### src/rtl/cof_trace_pkg.sv
package cof_trace_pkg;
   localparam int CTL_W    = 8;
   localparam int CTL_EN   = 7;
   localparam int CTL_ARM  = 6;
   localparam int CTL_TAG  = 5;
   localparam int CTL_BRK  = 4;
   localparam int CTL_LOOP = 0;

   typedef struct packed {
      logic en;
      logic arm;
      logic tag;
      logic brk;
      logic loop;
   } ctl_t;

   localparam ctl_t CTL_CLEAR = '{en: 1'b0, arm: 1'b0, tag: 1'b0, brk: 1'b0, loop: 1'b0};
endpackage

### src/rtl/cof_ctl_reg.sv
module cof_ctl_reg
   import cof_trace_pkg::*;
(
   input  logic             clk,
   input  logic             rst_n,
   input  logic             trace_rst,
   input  logic             begin_trig,
   input  logic             secure,
   input  logic             reg_we,
   input  logic [CTL_W-1:0] reg_wdata,
   input  logic             end_run,
   output ctl_t             ctl,
   output logic             arm_rise,
   output logic [CTL_W-1:0] rdata
);
   ctl_t ctl_q;
   ctl_t ctl_d;

   always_comb begin
      ctl_d = ctl_q;
      if (reg_we) begin
         ctl_d.en   = reg_wdata[CTL_EN];
         ctl_d.arm  = reg_wdata[CTL_ARM];
         ctl_d.tag  = reg_wdata[CTL_TAG];
         ctl_d.brk  = reg_wdata[CTL_BRK];
         ctl_d.loop = reg_wdata[CTL_LOOP];
      end
      if (end_run) begin
         ctl_d.arm = 1'b0;
      end
      if (trace_rst) begin
         if (ctl_q.en && !begin_trig) begin
            ctl_d     = ctl_q;
            ctl_d.arm = 1'b0;
            ctl_d.brk = 1'b0;
         end else begin
            ctl_d = CTL_CLEAR;
         end
      end
      if (secure) begin
         ctl_d.en = 1'b0;
      end
   end

   always_ff @(posedge clk or negedge rst_n) begin
      if (!rst_n) begin
         ctl_q <= CTL_CLEAR;
      end else begin
         ctl_q <= ctl_d;
      end
   end

   assign arm_rise = ctl_d.arm & ~ctl_q.arm;
   assign ctl      = ctl_q;

   always_comb begin
      rdata           = '0;
      rdata[CTL_EN]   = ctl_q.en;
      rdata[CTL_ARM]  = ctl_q.arm;
      rdata[CTL_TAG]  = ctl_q.tag;
      rdata[CTL_BRK]  = ctl_q.brk;
      rdata[CTL_LOOP] = ctl_q.loop;
   end
endmodule

### src/rtl/cof_loop_cmp.sv
module cof_loop_cmp #(
   parameter int ADDR_W = 16
) (
   input  logic              clk,
   input  logic              rst_n,
   input  logic              clear,
   input  logic              load,
   input  logic [ADDR_W-1:0] in_addr,
   input  logic              in_ppage,
   output logic              match,
   output logic [ADDR_W-1:0] q_addr,
   output logic              q_ppage,
   output logic              q_valid
);
   always_ff @(posedge clk or negedge rst_n) begin
      if (!rst_n) begin
         q_addr  <= '0;
         q_ppage <= 1'b0;
         q_valid <= 1'b0;
      end else if (clear) begin
         q_addr  <= '0;
         q_ppage <= 1'b0;
         q_valid <= 1'b0;
      end else if (load) begin
         q_addr  <= in_addr;
         q_ppage <= in_ppage;
         q_valid <= 1'b1;
      end
   end

   assign match = q_valid && (q_addr == in_addr);
endmodule

### src/rtl/cof_capture_fifo.sv
module cof_capture_fifo #(
   parameter int ADDR_W = 16,
   parameter int DEPTH  = 8
) (
   input  logic                       clk,
   input  logic                       rst_n,
   input  logic                       flush,
   input  logic                       wr,
   input  logic [ADDR_W-1:0]          wr_addr,
   input  logic                       wr_ppage,
   input  logic [$clog2(DEPTH)-1:0]   rd_idx,
   output logic [$clog2(DEPTH+1)-1:0] count,
   output logic                       full,
   output logic                       end_run,
   output logic [ADDR_W-1:0]          rd_addr,
   output logic                       rd_ppage
);
   localparam int CW = $clog2(DEPTH + 1);
   localparam int IW = $clog2(DEPTH);
   localparam logic [CW-1:0] LAST = CW'(DEPTH - 1);
   localparam logic [CW-1:0] TOP  = CW'(DEPTH);

   logic [ADDR_W-1:0] mem_addr  [DEPTH];
   logic              mem_ppage [DEPTH];
   logic [CW-1:0]     cnt_q;
   logic              accept;

   assign full    = (cnt_q == TOP);
   assign accept  = wr & ~full;
   assign end_run = accept & (cnt_q == LAST);

   always_ff @(posedge clk or negedge rst_n) begin
      if (!rst_n) begin
         cnt_q <= '0;
      end else if (flush) begin
         cnt_q <= '0;
      end else if (accept) begin
         cnt_q <= cnt_q + 1'b1;
      end
   end

   for (genvar i = 0; i < DEPTH; i++) begin : g_slot
      always_ff @(posedge clk or negedge rst_n) begin
         if (!rst_n) begin
            mem_addr[i]  <= '0;
            mem_ppage[i] <= 1'b0;
         end else if (accept && (cnt_q == CW'(i))) begin
            mem_addr[i]  <= wr_addr;
            mem_ppage[i] <= wr_ppage;
         end
      end
   end

   always_comb begin
      rd_addr  = '0;
      rd_ppage = 1'b0;
      for (int i = 0; i < DEPTH; i++) begin
         if (rd_idx == IW'(i)) begin
            rd_addr  = mem_addr[i];
            rd_ppage = mem_ppage[i];
         end
      end
   end

   assign count = cnt_q;
endmodule

### src/rtl/cof_brk_gen.sv
module cof_brk_gen (
   input  logic clk,
   input  logic rst_n,
   input  logic enable,
   input  logic brk_en,
   input  logic tag_sel,
   input  logic end_run,
   input  logic cmpc_hit,
   output logic brk_req,
   output logic brk_tag
);
   logic fire;

   assign fire = enable & brk_en & (end_run | cmpc_hit);

   always_ff @(posedge clk or negedge rst_n) begin
      if (!rst_n) begin
         brk_req <= 1'b0;
         brk_tag <= 1'b0;
      end else begin
         brk_req <= fire;
         brk_tag <= fire & tag_sel;
      end
   end
endmodule

### src/rtl/cof_trace_capture.sv
module cof_trace_capture
   import cof_trace_pkg::*;
#(
   parameter int ADDR_W   = 16,
   parameter int DEPTH    = 8,
   parameter bit HAS_LOOP = 1'b1
) (
   input  logic                       clk,
   input  logic                       rst_n,
   input  logic                       trace_rst,
   input  logic                       begin_trig,
   input  logic                       secure,
   input  logic                       reg_we,
   input  logic [7:0]                 reg_wdata,
   output logic [7:0]                 reg_rdata,
   input  logic                       cof_valid,
   input  logic [ADDR_W-1:0]          cof_addr,
   input  logic                       cof_ppage,
   input  logic                       event_only,
   input  logic                       cmpc_hit,
   output logic [ADDR_W-1:0]          cmpc_addr,
   output logic                       cmpc_ppage,
   output logic                       cmpc_valid,
   output logic [$clog2(DEPTH+1)-1:0] fifo_count,
   output logic                       fifo_full,
   input  logic [$clog2(DEPTH)-1:0]   rd_idx,
   output logic [ADDR_W-1:0]          rd_addr,
   output logic                       rd_ppage,
   output logic                       brk_req,
   output logic                       brk_tag
);
   if (DEPTH < 2) begin : g_bad_depth
      $error("cof_trace_capture: DEPTH must be at least 2");
   end
   if (ADDR_W < 1) begin : g_bad_addr
      $error("cof_trace_capture: ADDR_W must be positive");
   end
   if (CTL_W != 8) begin : g_bad_ctl
      $error("cof_trace_capture: control register must be 8 bits");
   end

   ctl_t ctl;
   logic arm_rise;
   logic end_run;
   logic loop_act;
   logic capture;
   logic suppress;
   logic do_write;
   logic cmp_match;

   cof_ctl_reg u_ctl (
      .clk        (clk),
      .rst_n      (rst_n),
      .trace_rst  (trace_rst),
      .begin_trig (begin_trig),
      .secure     (secure),
      .reg_we     (reg_we),
      .reg_wdata  (reg_wdata),
      .end_run    (end_run),
      .ctl        (ctl),
      .arm_rise   (arm_rise),
      .rdata      (reg_rdata)
   );

   assign capture  = cof_valid & ctl.arm & ctl.en & ~fifo_full;
   assign suppress = loop_act & cmp_match;
   assign do_write = capture & ~suppress;

   if (HAS_LOOP) begin : g_loop
      assign loop_act = ctl.loop & ~event_only;
      cof_loop_cmp #(.ADDR_W(ADDR_W)) u_cmp (
         .clk      (clk),
         .rst_n    (rst_n),
         .clear    (arm_rise),
         .load     (do_write & loop_act),
         .in_addr  (cof_addr),
         .in_ppage (cof_ppage),
         .match    (cmp_match),
         .q_addr   (cmpc_addr),
         .q_ppage  (cmpc_ppage),
         .q_valid  (cmpc_valid)
      );
   end else begin : g_noloop
      assign loop_act   = 1'b0;
      assign cmp_match  = 1'b0;
      assign cmpc_addr  = '0;
      assign cmpc_ppage = 1'b0;
      assign cmpc_valid = 1'b0;
   end

   cof_capture_fifo #(.ADDR_W(ADDR_W), .DEPTH(DEPTH)) u_fifo (
      .clk      (clk),
      .rst_n    (rst_n),
      .flush    (arm_rise),
      .wr       (do_write),
      .wr_addr  (cof_addr),
      .wr_ppage (cof_ppage),
      .rd_idx   (rd_idx),
      .count    (fifo_count),
      .full     (fifo_full),
      .end_run  (end_run),
      .rd_addr  (rd_addr),
      .rd_ppage (rd_ppage)
   );

   cof_brk_gen u_brk (
      .clk      (clk),
      .rst_n    (rst_n),
      .enable   (ctl.en),
      .brk_en   (ctl.brk),
      .tag_sel  (ctl.tag),
      .end_run  (end_run),
      .cmpc_hit (cmpc_hit),
      .brk_req  (brk_req),
      .brk_tag  (brk_tag)
   );
endmodule

### config.mk
export PLATFORM = sky130hd
export DESIGN_NAME = cof_trace_capture
export DESIGN_NICKNAME = d
export VERILOG_FILES = /design/src/rtl/cof_trace_pkg.sv /design/src/rtl/cof_ctl_reg.sv /design/src/rtl/cof_loop_cmp.sv /design/src/rtl/cof_capture_fifo.sv /design/src/rtl/cof_brk_gen.sv /design/src/rtl/cof_trace_capture.sv
export SDC_FILE = /design/constraint.sdc
export NUM_CORES = 1
export LEC_CHECK = 0
export BUFFER_PORTS_ARGS = -buffer_cell sky130_fd_sc_hd__buf_4
export CORE_ASPECT_RATIO = 1.1
export CORE_MARGIN = 2
export CORE_UTILIZATION = 35
export CTS_CLUSTER_SIZE = 12
export DETAILED_ROUTE_END_ITERATION = 7
export GPL_TIMING_DRIVEN = 0
export SYNTH_ARGS = -nofsm -noshare
export SYNTH_HDL_FRONTEND = slang
export SYNTH_SLANG_ARGS = --single-unit
### constraint.sdc
create_clock -name clk -period 2.8 [get_ports clk]
set_input_delay 0.14 -clock clk [delete_from_list [all_inputs] [get_ports clk]]
set_output_delay 0.14 -clock clk [all_outputs]
set_load 0.01 [all_outputs]
=== Word level (Yosys, flattened, before mapping) ===
Cells that the tools add are included.

* Add/sub/neg operators: 1
* Reductions and logical operators: 19
* Mux-type cells: 29
* Bitwise operators: 18
* Equal/unequal tests: 18

{| class="wikitable"
|+ Operators with widths
! kind !! number
|-
| 2-to-1 mux 16 bit || 10
|-
| equality test 16 bit || 1
|-
| equality test 4 x 3 -> 1 bit, second input constant || 4
|-
| 2-to-1 mux 5 bit || 3
|-
| 2-to-1 mux 1 bit || 14
|-
| AND 1 bit || 13
|-
| equality test 3 bit, second input constant || 4
|-
| logical AND 1 bit || 10
|-
| equality test 4 x 2 -> 1 bit, second input constant || 2
|-
| 2-to-1 mux 4 bit || 2
|-
| equality test 3 x 2 -> 1 bit, second input constant || 2
|-
| nonzero test 2 bit || 3
|-
| adder 4 x 1 -> 4 bit, second input constant || 1
|-
| equality test 4 x 1 -> 1 bit, second input constant || 1
|-
| equality test 4 bit, second input constant || 1
|-
| logical NOT 4 bit || 1
|-
| NOT 1 bit || 4
|-
| AND reduction 2 bit || 2
|-
| equality test 3 x 1 -> 1 bit, second input constant || 1
|-
| logical NOT 3 bit || 1
|-
| inequality test 3 bit, second input constant || 1
|-
| nonzero test 3 bit || 1
|-
| inequality test 2 bit, second input constant || 1
|-
| logical NOT 1 bit || 1
|-
| OR 1 bit || 1
|}

* Register bits: 165
* Word-level logic and storage cells: 112
* Bits of input ports: 37

=== Logic depth before layout (Yosys ltp) ===
* Word-level depth: 11
* Mapped depth: 9

=== Hierarchy ===
From an unflattened synthesis, not the netlist that was laid out.

* Cells, all modules: 621
* Area, all modules: 8439.3 µm²

{| class="wikitable"
|+ Modules (own cells, without submodules)
! module !! seq. area each (µm²) !! instances !! cells each !! area an instance (µm²)
|-
| cof_capture_fifo || 3503.4 || 1 || 501 || 7096.8
|-
| cof_loop_cmp || 450.4 || 1 || 80 || 893.4
|-
| cof_ctl_reg || 125.1 || 1 || 32 || 329.1
|-
| cof_brk_gen || 50.0 || 1 || 4 || 71.3
|-
| cof_trace_capture || 0.0 || 1 || 4 || 48.8
|}

=== Least setup slack after synthesis ===
No wires, ideal clock.

* Kind: register -> register
* Start point: register g_loop.u_cmp.q_addr[4]
* End point: register u_fifo.mem_addr[118] in the netlist's numbering
* Setup time: 127 ps
* Path buffers: 2
* Data arrival time: 1987 ps
* Data required time: 2673 ps
* Stages on the path, launching flop included: 9
* Slack: 685 ps
* Period minus slack after synthesis: 2115 ps
* Cell sequence: dfrtp_1 xnor2_1 nand4_1 nor4_2 nand4_2 buf_6 nand4_4 buf_8 mux2_1

* Word-level cells in the longest chain between the ends: 7

{| class="wikitable"
|+ RTL lines
! element !! RTL line !! text
|-
| from (decl) || cof_loop_cmp.sv:11 || <nowiki>output logic [ADDR_W-1:0] q_addr,</nowiki>
|-
| from (signal assigned) || cof_loop_cmp.sv:25 || <nowiki>q_addr <= in_addr;</nowiki>
|-
| equality test 16 bit || cof_loop_cmp.sv:31 || <nowiki>assign match = q_valid && (q_addr == in_addr);</nowiki>
|-
| logical AND 1 bit || cof_loop_cmp.sv:31 ||
|-
| AND 1 bit || cof_trace_capture.sv:66 || <nowiki>assign suppress = loop_act & cmp_match;</nowiki>
|-
| NOT 1 bit || cof_trace_capture.sv:67 || <nowiki>assign do_write = capture & ~suppress;</nowiki>
|-
| AND 1 bit || cof_trace_capture.sv:67 ||
|-
| AND 1 bit || cof_capture_fifo.sv:29 || <nowiki>assign accept = wr & ~full;</nowiki>
|-
| logical AND 1 bit || cof_capture_fifo.sv:47 || <nowiki>end else if (accept && (cnt_q == CW'(i))) begin</nowiki>
|-
| to (signal, indexed assignment) || cof_capture_fifo.sv:48 || <nowiki>mem_addr[i] <= wr_addr;</nowiki>
|-
| to (decl) || cof_capture_fifo.sv:23 || <nowiki>logic [ADDR_W-1:0] mem_addr [DEPTH];</nowiki>
|}

No other way between the ends.
A chain may end at the register's enable or synchronous reset.

=== Final worst setup path ===
* Start point: register g_loop.u_cmp.q_addr[4]
* End point: register u_fifo.mem_addr[24] in the netlist's numbering

The elaborated chain is that of the path after synthesis.

==> summary.md <==
| Metric | Value |
|---|---|
| Final setup vio count | `0` |
| Clk root buf | `clkbuf_16` |
| Nets | `759` |
| Chip Width | `around 150 um` |
| Via/cell ratio | `between 5 and 6` |
| Clock latency on the worst-skew pair | `between 0.4 and 0.5 ns` |
| Setup repair bufs after CTS | `0` |
| Met1 Use GR | `0.242` |
| Cell area after synthesis | `between 7000 and 8000 um2` |
| Setup crit start kind | `flip-flop` |
| Pwr Density | `roughly 580 nW/um2` |
| Fin. max-slew vios | `0` |
| Period utilization | `0.960` |
| Wire length per cell | `19.8 um` |
| Clk_skew | `0.0116 ns` |
| Pleak | `4.80 nW` |
| R2r endpoint | `u_fifo.mem_addr[24]` |
| Top cells by count, synth | `165 x dfrtp_1, 96 x mux2_2, 50 x mux2i_1` |
| CTS clock-pin slew for the worst setup and hold paths | `around 0.07 ns` |
| DP HPWL | `around 14 mm` |
| Largest net degree at the start of global routing | `around 110` |
| DP Cell Count | `991` |
| Io pins | `87` |
| WL final | `slightly above 20 mm` |
| Drt pass-1 iters | `4` |
| Most used cell, CP | `nand4_4` |
| Mapped Avg Cell Area | `12.6 um2` |
| Core Area | `22300 um2` |
| Critical path origin | `g_loop.u_cmp.q_addr[4]` |
| Worst Reg-to-Reg Cells | `8` |
| Max FO, Critical Path | `10` |
| Remaining Overflow, GRT | `0` |
| Synth area leader | `dfrtp_1` |
| Placement Cell Area | `slightly below 9000 um2` |
| Initial antenna violation count | `0` |
| Number of global-route vias before repair | `between 5k and 6k` |
| Filler cells | `approximately 2.1k` |
| # rows | `57` |
| Die Span Y | `roughly 160 um` |
| Area Overhead vs Synth | `20.0%` |
| Total number of vias | `5229` |
| Ys async rst share | `1.00` |
| Worst EP required | `around 3.1 ns` |
| Die area | `24000 um2` |
| Starting Density | `0.358` |
| TritonCTS clock tree | `done` |
| Crit path cell chain | `xnor2_2, nand4_1, nor4_4, nand4_4, buf_6, nand4_4, buf_8, mux2_1` |
| Flop2flop setup slack | `about 0.11 ns` |
| WHS Path Cells | `3` |
| Synth Instances | `633` |
| GRT met2 Usage | `0.294` |
| Antenna Nets Post-Route | `0` |
| Fin cells | `~1k` |
| Max Cap Viol | `0` |
| Slowest stage cell, crit path | `dfrtp_1` |
| GR met3 Demand/Resource | `0.0309` |
| Critical path class | `reg -> reg` |
| Tmin final | `roughly 2.7 ns` |
| Worst stage delay on the critical path | `about 0.43 ns` |
| Placement Setup Slack | `-0.0340 ns` |
| CTS max path bufs | `2` |
| Unrepaired setup endpoints after global routing | `false` |
| Max frequency | `roughly 370 MHz` |
| ANT cells | `0` |
| GRT Resource Usage Total | `0.177` |
| Register area share after synthesis | `0.518` |
| GR peak layer | `met2` |
| Global-route wire length before repair | `around 32 mm` |
| Top cells by area, synth | `dfrtp_1 52%, mux2_2 14%, mux2i_1 6.3%` |
| Clk sinks | `about 170` |
| Top cell type's share of synthesized area | `0.518` |
| Iter 0 DRT Violations | `about 240` |
| Hold Crit Endpoint | `g_loop.u_cmp.q_ppage` |
| Min-delay worst type | `in -> reg` |
| Final hold violations | `0` |
| GPL Wtd Cong | `between 0.7 and 0.8` |
| Util after Layout | `0.430` |
| Power, Total | `5.51 mW` |
| Hold path startpoint | `cof_ppage` |
| Worst vdd ir | `~370 uV` |
| Worst slew pin tran | `0.977 ns` |
| CP arrival | `~3.0 ns` |
| RR Startpoint | `g_loop.u_cmp.q_addr[4]` |
| YS warnings | `0` |
| Synthesis-stage register bit count | `roughly 170` |
| Count leader, synth | `dfrtp_1` |
| Outcome | `finished, final reports clean` |
| Drt drc | `0` |
| Input/output buffers | `60` |
| CTS Buf Count | `17` |
| Fraction of layout instances using a drive strength above 1 | `0.329` |
| Number of synthesized flops with an enable pin | `0` |
| Setup crit end kind | `flip-flop` |
| Ys flop type | `dfrtp_1` |
| Relative slew margins | `0.346` |
| Final worst slack | `about 0.11 ns` |
| Synth unique cells | `43` |
| H-tree Lvls | `4` |
| Final instance area | `roughly 9600 um2` |
[final cells by class]
cell class                      count  area (um2)  share of cell area
Multi-Input combinational cell    391        3470               0.363
Sequential cell                   165        4130               0.432
Buffer                             52         329              0.0344
Clock inverter                      8         145              0.0152
Timing Repair Buffer               65         526              0.0549
Inverter                           26        97.6              0.0102
Clock buffer                       23         498              0.0520
Tap cell                          295         369              0.0386
[flip-flops by register name, indices dropped and copies added, names as in the netlist]
signal	cells
u_brk.brk_tag	1
g_loop.u_cmp.q_addr	16
g_loop.u_cmp.q_valid	1
u_fifo.count	4
u_fifo.mem_ppage	8
u_ctl.ctl	5
g_loop.u_cmp.q_ppage	1
u_brk.brk_req	1
u_fifo.mem_addr	128
[cells by family after synthesis]
family	share of synthesized area
xor+xnor	0.0176
fa+ha+maj	0.00628
mux	0.273
compound gates	0.0571
other cells	0.000470
buf+inv	0.0537
flops	0.518
simple gates	0.0738
[worst max-delay path: cells and delay by family, from the launching register on]
family | cells | cell delay [ns]
and+or+nand+nor | 4 | 1.11
buffers and inverters | 2 | 0.43
DFF | 1 | 0.43
muxes | 1 | 0.34
xor gates and xnor gates | 1 | 0.24
[what timing repair did]
item | 4_1_cts | 5_1_grt
hold buffers | 4 | 0
resized for setup | 2 | 7
pin swaps | 0 | 1
hold endpoints to repair | 56 | 0
setup endpoints to repair | 11 | 74
[where the power goes]
part	leakage (nW)	switching [mW]	internal (mW)
sequential	2.28	0.0460	2.46
clock	0.311	0.940	1.61
combinational	2.20	0.264	0.187
total	4.80	1.25	4.26
[per-layer routing]
layer	routed length [um]	vias to the layer above
met5	0	-
met4	193	0
met3	587	14
met2	10000	87
met1	9500	2733
li1	-	2395
[cell usage in the layout, fill, tap and decap left out, types with 14 or more instances in the layout]
master	instances
clkbuf_1	15
mux2_1	43
xnor2_1	15
mux2i_1	50
a21oi_1	14
mux2_2	96
buf_2	15
o21ai_0	22
buf_4	69
inv_1	25
nand2_1	48
clkbuf_16	17
dfrtp_1	165
nor2_1	18
[through the flow]
step	hold WS, ns	setup TNS, ns
after floorplan	-0.156	0
after global routing	0.0310	0
after global placement	0.302	-0.0236
after detailed placement	0.0914	-0.0348
after CTS	0.0185	0
final	0.0350	0
[worst max-delay path by stage]
stage / end / slack [ns] / cells past startpoint
after floorplan: u_fifo.mem_addr[118] / 0.69 / 8
after global placement: rd_addr[4] / -0.02 / 8
after detailed placement: rd_addr[4] / -0.03 / 8
after CTS: u_fifo.mem_addr[24] / 0.04 / 8
after global routing: u_fifo.mem_addr[24] / 0.04 / 8
final: u_fifo.mem_addr[24] / 0.11 / 8
Power figures use the tool's default switching activity.
